File: config.mk
export PLATFORM = sky130hd
export DESIGN_NAME = jitter_bit_ctrl
export DESIGN_NICKNAME = d
export VERILOG_FILES = /design/src/rtl/jitter_bit_ctrl.sv
export SDC_FILE = /design/constraint.sdc
export NUM_CORES = 1
export LEC_CHECK = 0
export BUFFER_PORTS_ARGS = -buffer_cell sky130_fd_sc_hd__buf_2
export CAP_MARGIN = 20
export CORE_UTILIZATION = 30
export CTS_BUF_LIST = sky130_fd_sc_hd__clkbuf_2 sky130_fd_sc_hd__clkbuf_4 sky130_fd_sc_hd__clkbuf_8
export DETAILED_ROUTE_END_ITERATION = 12
export PLACE_DENSITY = 0.56
export SLEW_MARGIN = 20
export SYNTH_ARGS = -nofsm -noshare
export SYNTH_HDL_FRONTEND = slang
export SYNTH_SLANG_ARGS = --single-unit
File: constraint.sdc
create_clock -name clk -period 6.4 [get_ports clk]
set_input_delay 0.32 -clock clk [delete_from_list [all_inputs] [get_ports clk]]
set_output_delay 0.32 -clock clk [all_outputs]
set_load 0.005 [all_outputs]
File: src/rtl/jitter_bit_ctrl.sv
module jitter_bit_ctrl #(
  parameter int PRESCALE = 4,
  parameter int COARSE_W = 3,
  parameter int FINE_W   = 4,
  parameter int LEN_W    = 8,
  parameter int TICK_W   = 8
) (
  input  logic                clk,
  input  logic                rst_n,
  input  logic                go,
  input  logic [LEN_W-1:0]    pulse_len,
  input  logic                slow_osc,
  input  logic                sample_in,
  output logic                slow_en,
  output logic                fast_arm,
  output logic                lfsr_rst,
  output logic                samp_rst,
  output logic [COARSE_W-1:0] coarse_code,
  output logic [FINE_W-1:0]   fine_code,
  output logic                bit_out,
  output logic                done,
  output logic                busy,
  output logic [TICK_W-1:0]   tick_cnt
);
  localparam int CODE_W = COARSE_W + FINE_W;
  localparam int PS_W   = (PRESCALE > 1) ? $clog2(PRESCALE) : 1;
  localparam logic [CODE_W-1:0] CODE_MAX = '1;
  localparam logic [CODE_W-1:0] CODE_MID = CODE_W'(1) << (CODE_W - 1);
  localparam logic [PS_W-1:0]   PS_LAST  = PS_W'(PRESCALE - 1);

  typedef enum logic [1:0] {IDLE, RUN, CAPT} phase_t;

  phase_t            phase;
  logic [LEN_W-1:0]  len_left;
  logic [CODE_W-1:0] code;
  logic [PS_W-1:0]   ps_cnt;
  logic [2:0]        osc_sync;
  logic              osc_rise;

  assign slow_en  = (phase == RUN);
  assign fast_arm = (phase == RUN);
  assign lfsr_rst = (phase == IDLE);
  assign samp_rst = (phase == IDLE);
  assign busy     = (phase != IDLE);
  assign {coarse_code, fine_code} = code;
  assign osc_rise = osc_sync[1] & ~osc_sync[2];

  always_ff @(posedge clk or negedge rst_n) begin
    if (!rst_n) osc_sync <= '0;
    else        osc_sync <= {osc_sync[1:0], slow_osc};
  end

  always_ff @(posedge clk or negedge rst_n) begin
    if (!rst_n) begin
      phase    <= IDLE;
      len_left <= '0;
      code     <= CODE_MID;
      bit_out  <= 1'b0;
      done     <= 1'b0;
      ps_cnt   <= '0;
      tick_cnt <= '0;
    end else begin
      done <= 1'b0;
      unique case (phase)
        IDLE: if (go) begin
          phase    <= RUN;
          len_left <= (pulse_len == '0) ? '0 : pulse_len - 1'b1;
          ps_cnt   <= '0;
          tick_cnt <= '0;
        end
        RUN: begin
          if (osc_rise) begin
            if (ps_cnt == PS_LAST) begin
              ps_cnt   <= '0;
              tick_cnt <= tick_cnt + 1'b1;
            end else begin
              ps_cnt <= ps_cnt + 1'b1;
            end
          end
          if (len_left == '0) phase <= CAPT;
          else                len_left <= len_left - 1'b1;
        end
        CAPT: begin
          phase   <= IDLE;
          done    <= 1'b1;
          bit_out <= sample_in;
          if (sample_in && code != CODE_MAX)      code <= code + 1'b1;
          else if (!sample_in && code != '0)      code <= code - 1'b1;
        end
        default: phase <= IDLE;
      endcase
    end
  end
endmodule

==> results of run 1 <==
## layout by cell type (no fill, tap or decap), types with 4 or more instances in the layout
cell,count
inv_1,11
clkbuf_8,5
nor2_1,23
nand3_1,4
xnor2_1,5
ha_1,11
a21oi_1,10
o21ai_0,16
xor2_1,11
dfrtp_1,31
buf_2,34
nand2_1,14
nor3_1,5
nand4_1,6
## cell families (layout without fill, tap and decap cells)
group / Yosys count / count (layout) / synth area share
flip-flops: 32 / 32 / 0.410
adder cells (fa/ha/maj): 12 / 12 / 0.0806
XOR/XNOR: 16 / 16 / 0.0716
AND/OR/NAND/NOR: 75 / 75 / 0.211
multiplexers: 5 / 5 / 0.0275
AO/OA/AOI/OAI: 47 / 47 / 0.155
buffers and inverters: 19 / 55 / 0.0447
## stage by stage
stage	util	setup WS, ns	hold WS [ns]	total power [uW]
finish	0.360	4.09	0.0965	741
detailed placement	0.346	4.10	0.345	592
global route	0.360	3.93	0.144	814
CTS	0.360	4.07	0.131	752
floorplan	-	4.32	0.0244	515
global placement	0.346	4.13	0.338	587
## layer usage
metal | vias up | wire length, um | global-route usage | share of wire
met2 | 23 | 1900 | 0.207 | 0.48
met4 | 0 | 54 | 0.0466 | 0.014
li1 | 792 | - | - | -
met3 | 5 | 141 | 0.0330 | 0.036
met5 | - | 0 | 0 | 0
met1 | 731 | 1870 | 0.161 | 0.47
## registers in the layout (all words and copies together), names as in the netlist
register and cells:
tick_cnt 8, len_left 8, done 1, bit_out 1, osc_sync 3, code 7, phase 2, ps_cnt 2
## synthesized netlist by cell type (4+ instances only)
cell type,n
a21oi_1,10
nor3_1,5
nand2_1,14
nor2_1,23
nand4_1,6
xor2_1,11
dfrtp_1,31
inv_1,11
nand3_1,4
ha_1,11
o21ai_0,17
xnor2_1,5
## area by class of cell
type                    instances  area share
clock buffers                   7      0.0369
clock inverters                 1     0.00220
inverters                      13      0.0215
multi-input cells             155       0.469
flip-flops and latches         32       0.353
well taps                      77      0.0424
repair buffers                 34      0.0748
## critical path: stages, from the launching register on
cell and delay (ns):
dfstp_2 0.56, nand3_1 0.08, o21a_1 0.19, inv_1 0.21
ha_1 0.34, a211oi_1 0.26, o21a_1 0.17, nor3_1 0.05
o21bai_1 0.22, xnor2_1 0.15
## final timing paths
check,end,depth (start not counted)
worst max-delay path,code[6]$_DFFE_PN1P_,9
worst min-delay path,bit_out$_DFFE_PN0P_,1
worst max register to register,code[6]$_DFFE_PN1P_,9
worst min register to register,osc_sync[1]$_DFF_PN0_,0
max in group asynchronous,len_left[0]$_DFFE_PN0P_,1
min in group clk,osc_sync[0]$_DFF_PN0_,1
## report_power, final
group | internal, uW | switching, uW
Combinational | 124 | 155
Sequential | 253 | 54.2
Clock | 84.7 | 70.8
==> qor.csv, run 1 <==
stage,metric,value,unit
clock_tree,insertion_delay,0.28,ns
clock_tree,clk_pin_slew,0.06,ns
cells_and_area,multi_input_area,0.00107,mm^2
global_routing,grt_pass1_wl,6560,um
synthesis,syn-num-nets,231,
die,die_w,82.8,um
synthesis,synthArstFlopShare,1.00,
pwr,powerDensity,326,mW/mm^2
synthesis,synth-seq-cells,32,
placement,place_area,0.00218,mm^2
timing,post-route-period-util,0.360,
clock_tree,cts_root_buffer,clkbuf_8,
synthesis,syn_inst,206,
synthesis,synth-edff-count,0,
detailed_routing,drc_errors,0,
cells_and_area,ff_latch_area,802,um^2
clock_tree,cts.sinks,32,
setup_path,rrSetupSlack,4.09,ns
synthesis,ys_top_cells_by_area,"dfrtp_1 (40%), ha_1 (7.0%), xor2_1 (4.9%)",
clock_tree,numCtsBuffers,5,
synthesis,synth_area,0.00196,mm^2
setup_path,critPathCaptureType,register,
clock_tree,cts_tree,built,
global_routing,grt-ovfl-total,0,
die,core-area,0.00631,mm^2
synthesis,yosysWarnings,0,
pwr,ir_drop,0.137,mV
min_path,hold_class,in -> async,
timing,fmaxAchievable,0.434,GHz
detailed_routing,vias,1551,
placement,place_inst,311,
clock_tree,postCtsSetupBuffers,0,
placement,io_buffers,34,
synthesis,synth.distinct_cells,49,
synthesis,synth.yosys.seq_area_share,0.410,
flow_run,maxCapViolations,0,
clock_tree,postCtsHoldBufs,0,
timing,post-route-min-period,2.31,ns
setup_path,path_class,reg -> reg,
placement,globalplace.congestion,0.802,
setup_path,startpoint,code[6]$_DFFE_PN1P_,
cells_and_area,final_cells,319,
placement,dp_hpwl,2920,um
cells_and_area,area_delta_synth_final,16.2,%
detailed_routing,finalWirelength,3970,um
cells_and_area,diodes,0,
setup_path,crit_arrival,2.51,ns
timing,finalClockSkew,0.00643,ns
cells_and_area,nets,266,
run_status,status,finished clean,
clock_tree,htreeDepth,2,
timing,setup_violations,0,
synthesis,synthDominantCellAreaShare,0.396,
detailed_routing,antenna_left,0,
cells_and_area,final_area,0.00227,mm^2
setup_path,crit-reg2reg-launch,code[6]$_DFFE_PN1P_,
clock_tree,ctsLongestPathBuffers,2,
cells_and_area,drive_above_1_share,0.236,
detailed_routing,via_per_inst,4.86,
global_routing,gr-usage-all-layers,0.127,
cells_and_area,fillers,670,
die,io_pins,35,
die,die_h,82.8,um
timing,slew_viol_final,0,
global_routing,antenna_found_initial,0,
synthesis,syn_area_per_cell,9.50,um^2
global_routing,first_global_vias,1468,
pwr,p_leak,0.00109,uW
setup_path,startpoint_type,register,
setup_path,cp.required,6.61,ns
die,start_util,0.310,
global_routing,grt_max_degree,33,
detailed_routing,first_pass_iters,5,
timing,relSlewSlack,0.514,
clock_tree,ctsResizeCount,0,
setup_path,critPathMaxFanout,8,
synthesis,synth_flop_cell,dfrtp_1,
synthesis,synth_largest_area_cell,dfrtp_1,
detailed_routing,avgRoutedWirePerCell,12.4,um
timing,grt_setup_unrepaired,false,
timing,setup_tns,0,ns
die,design.die.area,0.00685,mm^2
timing,worst-slew-pin-transition,0.724,ns
timing,hold_viol_final,0,
die,core.rowCount,29,
detailed_routing,drt_iter0_markers,103,
(Power assumes the default switching activity.)
==> run 2: changes to the inputs <==
==> constraint.sdc (replaced) <==
create_clock -name clk -period 2.3 [get_ports clk]
set_input_delay 0.115 -clock clk [delete_from_list [all_inputs] [get_ports clk]]
set_output_delay 0.115 -clock clk [all_outputs]
set_load 0.005 [all_outputs]
==> run 2 against run 1 <==
Power grew to 3.1 times the previous value. Die area stayed put. Clock power grew to 3.9 times the previous value. Register-to-register slack worse by 3.9 ns. Clock skew is 0.0030 ns higher. Wire length is 3.0% higher. Sequential share of layout area is 1.6 points lower. Design area is 4.8% higher. Non-clock buffer count is 9 higher. Critical endpoint is now code[5]$_DFFE_PN0P_. Largest power group unchanged.
==> qor.csv, run 2 (synthesis gave the netlist of run 1 again) <==
stage,metric,value,unit
timing,slew_viol_final,0,
placement,dp_hpwl,3000,um
pwr,seq_power_share,0.374,
cells_and_area,fillers,643,
timing,post-route-period-util,0.896,
detailed_routing,vias,1577,
detailed_routing,drc_errors,0,
clock_tree,numCtsBuffers,5,
placement,io_buffers,34,
setup_path,crit_end,code[5]$_DFFE_PN0P_,
global_routing,grt_pass1_wl,7100,um
setup_path,reg2reg_depth,9,
timing,hold_viol_final,0,
pwr,ir_drop,0.306,mV
pwr,sw_frac_of_total,0.358,
die,core-area,0.00631,mm^2
clock_tree,cts.sinks,32,
clock_tree,cts_root_buffer,clkbuf_8,
detailed_routing,antenna_left,0,
timing,finalClockSkew,0.00947,ns
timing,fmaxAchievable,0.485,GHz
clock_tree,cts_tree,built,
die,start_util,0.310,
timing,post-route-min-period,2.06,ns
detailed_routing,via_per_inst,4.81,
cells_and_area,drive_above_1_share,0.259,
setup_path,startpoint_type,register,
setup_path,startpoint,code[6]$_DFFE_PN1P_,
cells_and_area,area_delta_synth_final,21.8,%
die,design.die.area,0.00685,mm^2
die,die_h,82.8,um
setup_path,critPathCaptureType,register,
clock_tree,htreeDepth,2,
setup_path,path_class,reg -> reg,
global_routing,first_global_vias,1555,
detailed_routing,first_pass_iters,4,
cells_and_area,diodes,0,
pwr,switchingPower,809,uW
die,io_pins,35,
cells_and_area,reg.largest.list,"len_left: 8 flops, tick_cnt: 8 flops, code: 7 flops",
detailed_routing,finalWirelength,4080,um
timing,setup_tns,0,ns
setup_path,critPathMaxFanout,5,
cells_and_area,final_cells,328,
timing,setup_violations,0,
setup_path,crit_arrival,2.23,ns
pwr,p_leak,0.00115,uW
cells_and_area,postLayoutCoreUtil,0.378,
clock_tree,ctsLongestPathBuffers,2,
setup_path,rr_endpoint,code[5]$_DFFE_PN0P_,
pwr,powerDensity,949,mW/mm^2
global_routing,grt-ovfl-total,0,
timing,worst-slew-pin-transition,0.748,ns
die,die_w,82.8,um
detailed_routing,avgRoutedWirePerCell,12.5,um
setup_path,crit-reg2reg-launch,code[6]$_DFFE_PN1P_,
setup_path,cp.required,2.47,ns
flow_run,maxCapViolations,0,
clock_tree,clk_pin_slew,0.07,ns
cells_and_area,layout_common_cells,"buf_2 (34), dfrtp_1 (31), nor2_1 (23), o21ai_0 (17), nand2_1 (14)",
clock_tree,insertion_delay,0.29,ns
pwr,p_comb_frac,0.361,
detailed_routing,drt_iter0_markers,102,
cells_and_area,nets,275,
placement,place_inst,318,
pwr,p_int,1450,uW
placement,globalplace.congestion,0.791,
min_path,hold_class,in -> reg,
pwr,pwr-share-clk,0.265,
cells_and_area,mostFrequentLayoutCell,buf_2,
setup_path,rrSetupSlack,0.24,ns
global_routing,antenna_found_initial,0,
global_routing,grt_max_degree,33,
timing,relSlewSlack,0.501,
global_routing,gr-usage-all-layers,0.140,
timing,grt_setup_unrepaired,false,
run_status,status,finished clean,
die,core.rowCount,29,
-- run 2: per-stage QoR --
stage / power, uW / instance area (um^2) / setup slack, ns / hold WS (ns)
2_1_floorplan: 1430 / 1960 / 0.223 / -0.181
3_3_place_gp: 1650 / 2240 / 0.199 / 0.230
3_5_place_dp: 1670 / 2240 / 0.182 / 0.231
4_1_cts: 2290 / 2380 / 0.152 / 0.0885
5_1_grt: 2480 / 2380 / 0.0330 / 0.117
6_report: 2260 / 2380 / 0.239 / 0.104
-- run 2: critical path, cell delays in order (launching register included) --
cell,delay (ns)
dfstp_2,0.56
nand3_1,0.08
o21a_1,0.19
inv_2,0.10
ha_1,0.25
a211oi_1,0.22
o21bai_1,0.11
a21oi_1,0.18
xor2_1,0.16
o21ai_0,0.08
-- run 2: final cells by class --
cell class	instances	area (um^2)	area share
clock buffer	7	96.3	0.0404
clock inverter	1	30.0	0.0126
inverter	13	48.8	0.0205
multi-input combinational	155	1070	0.448
sequential	32	802	0.336
tap	77	96.3	0.0404
timing repair buffer	43	243	0.102
-- run 2: power by group through the flow --
stage,registers (uW),clock network [uW],logic [uW]
after floorplan,834,0,599
after global placement,850,0,805
after detailed placement,854,0,819
after CTS,845,624,824
after global routing,870,642,965
final,846,598,817
-- run 2: routing by layer --
layer / vias to the layer above / track usage / share of wire
met3: 6 / 0.0451 / 0.036
met4: 0 / 0.0586 / 0.016
met5: - / 0 / 0
li1: 813 / - / -
met1: 737 / 0.174 / 0.49
met2: 21 / 0.222 / 0.46
-- run 2: worst min-delay path by stage --
| stage | cells after the start | end | startpoint | slack, ns |
|---|---|---|---|---|
| floorplan | 0 | bit_out$_DFFE_PN0P_ | rst_n | -0.18 |
| global placement | 1 | code[1]$_DFFE_PN0P_ | rst_n | 0.23 |
| detailed placement | 1 | osc_sync[0]$_DFF_PN0_ | slow_osc | 0.23 |
| CTS | 2 | bit_out$_DFFE_PN0P_ | sample_in | 0.09 |
| global route | 2 | bit_out$_DFFE_PN0P_ | sample_in | 0.12 |
| finish | 2 | bit_out$_DFFE_PN0P_ | sample_in | 0.10 |
-- run 2: timing repair --
item	CTS	global route
endpoints found under the hold margin	32	0
buffers inserted	0	0
gates resized for setup	0	1
hold buffers	2	0
setup endpoints to repair	0	2
==> run 3: changes to the inputs <==
--- a/config.mk
+++ b/config.mk
@@ -7,10 +7,11 @@
 export LEC_CHECK = 0
 export BUFFER_PORTS_ARGS = -buffer_cell sky130_fd_sc_hd__buf_2
 export CAP_MARGIN = 20
-export CORE_UTILIZATION = 30
+export CORE_ASPECT_RATIO = 1.25
+export CORE_UTILIZATION = 58
 export CTS_BUF_LIST = sky130_fd_sc_hd__clkbuf_2 sky130_fd_sc_hd__clkbuf_4 sky130_fd_sc_hd__clkbuf_8
 export DETAILED_ROUTE_END_ITERATION = 12
-export PLACE_DENSITY = 0.56
+export PLACE_DENSITY = 0.9
 export SLEW_MARGIN = 20
 export SYNTH_ARGS = -nofsm -noshare
 export SYNTH_HDL_FRONTEND = slang
==> run 3 against run 2 <==
First-iteration DRC count down 64%. Power decreased by 5.5%. Fmax down 5.8%. Sequential cell count unchanged. Clock-buffer cell count unchanged. Setup slack worse by 0.13 ns. Clock power is 23% lower. Wire length rose by 0.71%. Via count up 5.6%.
==> qor.csv, run 3 (synthesis gave the netlist of run 1 again) <==
stage,metric,value,unit
die,core.rowCount,23,
cells_and_area,final_area,0.00230,mm^2
detailed_routing,via_per_inst,5.82,
pwr,powerDensity,930,mW/mm^2
cells_and_area,layout_common_cells,"buf_2 (34), dfrtp_1 (31), nor2_1 (23), o21ai_0 (17), nand2_1 (14)",
pwr,p_leak,0.00113,uW
timing,setup_violations,0,
die,start_util,0.607,
cells_and_area,mostFrequentLayoutCell,buf_2,
placement,place_inst,276,
setup_path,crit-reg2reg-launch,code[6]$_DFFE_PN1P_,
detailed_routing,drt_iter0_markers,37,
detailed_routing,first_pass_iters,4,
min_path,min_from,sample_in,
setup_path,rr_endpoint,code[6]$_DFFE_PN1P_,
pwr,sw_frac_of_total,0.375,
cells_and_area,area_delta_synth_final,17.5,%
pwr,p_int,1340,uW
die,die_w,54.0,um
global_routing,first_global_vias,1446,
timing,slew_viol_final,0,
clock_tree,insertion_delay,0.28,ns
setup_path,critPathMaxFanout,8,
timing,finalClockSkew,0.00439,ns
die,design.die.area,0.00361,mm^2
pwr,switchingPower,802,uW
clock_tree,cts_root_buffer,clkbuf_8,
die,core-area,0.00322,mm^2
setup_path,reg2reg_depth,10,
timing,hold_viol_final,0,
global_routing,grt-ovfl-total,0,
cells_and_area,reg.largest.list,"len_left: 8 flops, tick_cnt: 8 flops, code: 7 flops",
die,die_h,66.9,um
detailed_routing,avgRoutedWirePerCell,14.4,um
setup_path,rrSetupSlack,0.11,ns
global_routing,grt_pass1_wl,6350,um
pwr,pwr-share-clk,0.215,
timing,post-route-min-period,2.19,ns
timing,worst-slew-pin-transition,0.708,ns
detailed_routing,finalWirelength,4110,um
placement,dp_hpwl,3010,um
timing,relSlewSlack,0.528,
setup_path,path_class,reg -> reg,
detailed_routing,antenna_left,0,
setup_path,startpoint_type,register,
placement,globalplace.congestion,0.825,
timing,fmaxAchievable,0.457,GHz
clock_tree,cts.sinks,32,
pwr,seq_power_share,0.398,
run_status,status,finished clean,
setup_path,worst_path_max_delay_cell,dfstp_2,
cells_and_area,drive_above_1_share,0.257,
cells_and_area,nets,274,
cells_and_area,final_cells,286,
global_routing,antenna_found_initial,0,
placement,place_area,0.00217,mm^2
clock_tree,htreeDepth,2,
cells_and_area,diodes,0,
global_routing,gr-usage-all-layers,0.255,
setup_path,critPathCaptureType,register,
min_path,whs_path_depth,2,
pwr,p_comb_frac,0.387,
placement,io_buffers,34,
setup_path,critPathMostFrequentCell,o21a_1,
clock_tree,cts_tree,built,
flow_run,maxCapViolations,0,
clock_tree,numCtsBuffers,5,
setup_path,max_stage_delay,0.57,ns
setup_path,cp.required,2.51,ns
setup_path,critical_path.cell_chain,"nand3_1, o21a_1, inv_2, buf_4, ha_1, o21ai_0, o21a_1, o21a_1, o21bai_1, xnor2_1",
clock_tree,ctsLongestPathBuffers,2,
clock_tree,clk_pin_slew,0.06,ns
detailed_routing,vias,1665,
min_path,hold_class,in -> reg,
timing,post-route-period-util,0.951,
min_path,min_to,bit_out$_DFFE_PN0P_,
pwr,ir_drop,0.541,mV
die,io_pins,35,
detailed_routing,drc_errors,0,
setup_path,crit_arrival,2.40,ns
global_routing,grt_max_degree,33,
## run 3: power groups by stage
stage	clock [uW]	combinational, uW	sequential, uW
after CTS	467	824	847
after detailed placement	0	816	854
after global placement	0	776	845
final	460	827	850
after global routing	498	936	867
after floorplan	0	599	834
## run 3: worst max-delay path, delay by kind of cell (launching register included)
kind	cells	cell delay, ns
adders and majority gates	1	0.16
AOI/OAI and AO/OA	5	0.90
DFF	1	0.57
xor gates and xnor gates	1	0.14
and+or+nand+nor	1	0.08
buffers and inverters	2	0.26
## run 3: final cells by class
cell class | count | area, um^2
Fill cell | 256 | 925
Tap cell | 37 | 46.3
Sequential cell | 32 | 802
Clock buffer | 7 | 96.3
Inverter | 13 | 48.8
Multi-Input combinational cell | 155 | 1070
Timing Repair Buffer | 42 | 235
## run 3: repair_timing
item                       4_1_cts  5_1_grt
setup endpoints to repair        0        2
hold endpoints to repair        32        0
gates resized for setup          0        2
setup buffers                    0        1
hold buffers                     2        0
## run 3: worst max-delay path by stage
stage / from / cells past startpoint / endpoint / slack [ns]
2_1_floorplan: code[6]$_DFFE_PN1P_ / 9 / code[6]$_DFFE_PN1P_ / 0.22
4_1_cts: code[6]$_DFFE_PN1P_ / 9 / code[6]$_DFFE_PN1P_ / 0.01
6_report: code[6]$_DFFE_PN1P_ / 10 / code[6]$_DFFE_PN1P_ / 0.11
5_1_grt: code[6]$_DFFE_PN1P_ / 9 / code[6]$_DFFE_PN1P_ / -0.01
3_3_place_gp: code[6]$_DFFE_PN1P_ / 9 / code[6]$_DFFE_PN1P_ / 0.14
3_5_place_dp: code[6]$_DFFE_PN1P_ / 9 / code[6]$_DFFE_PN1P_ / 0.05
## run 3: stage by stage
step	hold slack [ns]	total power [uW]	worst slack (ns)	utilization	TNS, ns
2_1_floorplan	-0.181	1430	0.223	-	0
3_3_place_gp	0.194	1620	0.137	0.674	0
3_5_place_dp	0.195	1670	0.0503	0.674	0
4_1_cts	0.101	2140	0.0143	0.710	0
5_1_grt	0.0910	2300	-0.0128	0.713	-0.0128
6_report	0.109	2140	0.112	0.713	0
## run 3: routing by layer
| layer | vias up | routed length, um | track usage | share of wire |
|---|---|---|---|---|
| met1 | 795 | 1610 | 0.266 | 0.39 |
| met2 | 48 | 2200 | 0.434 | 0.53 |
| met5 | - | 0 | 0 | 0 |
| met4 | 0 | 166 | 0.161 | 0.040 |
| li1 | 805 | - | - | - |
| met3 | 17 | 145 | 0.0685 | 0.035 |
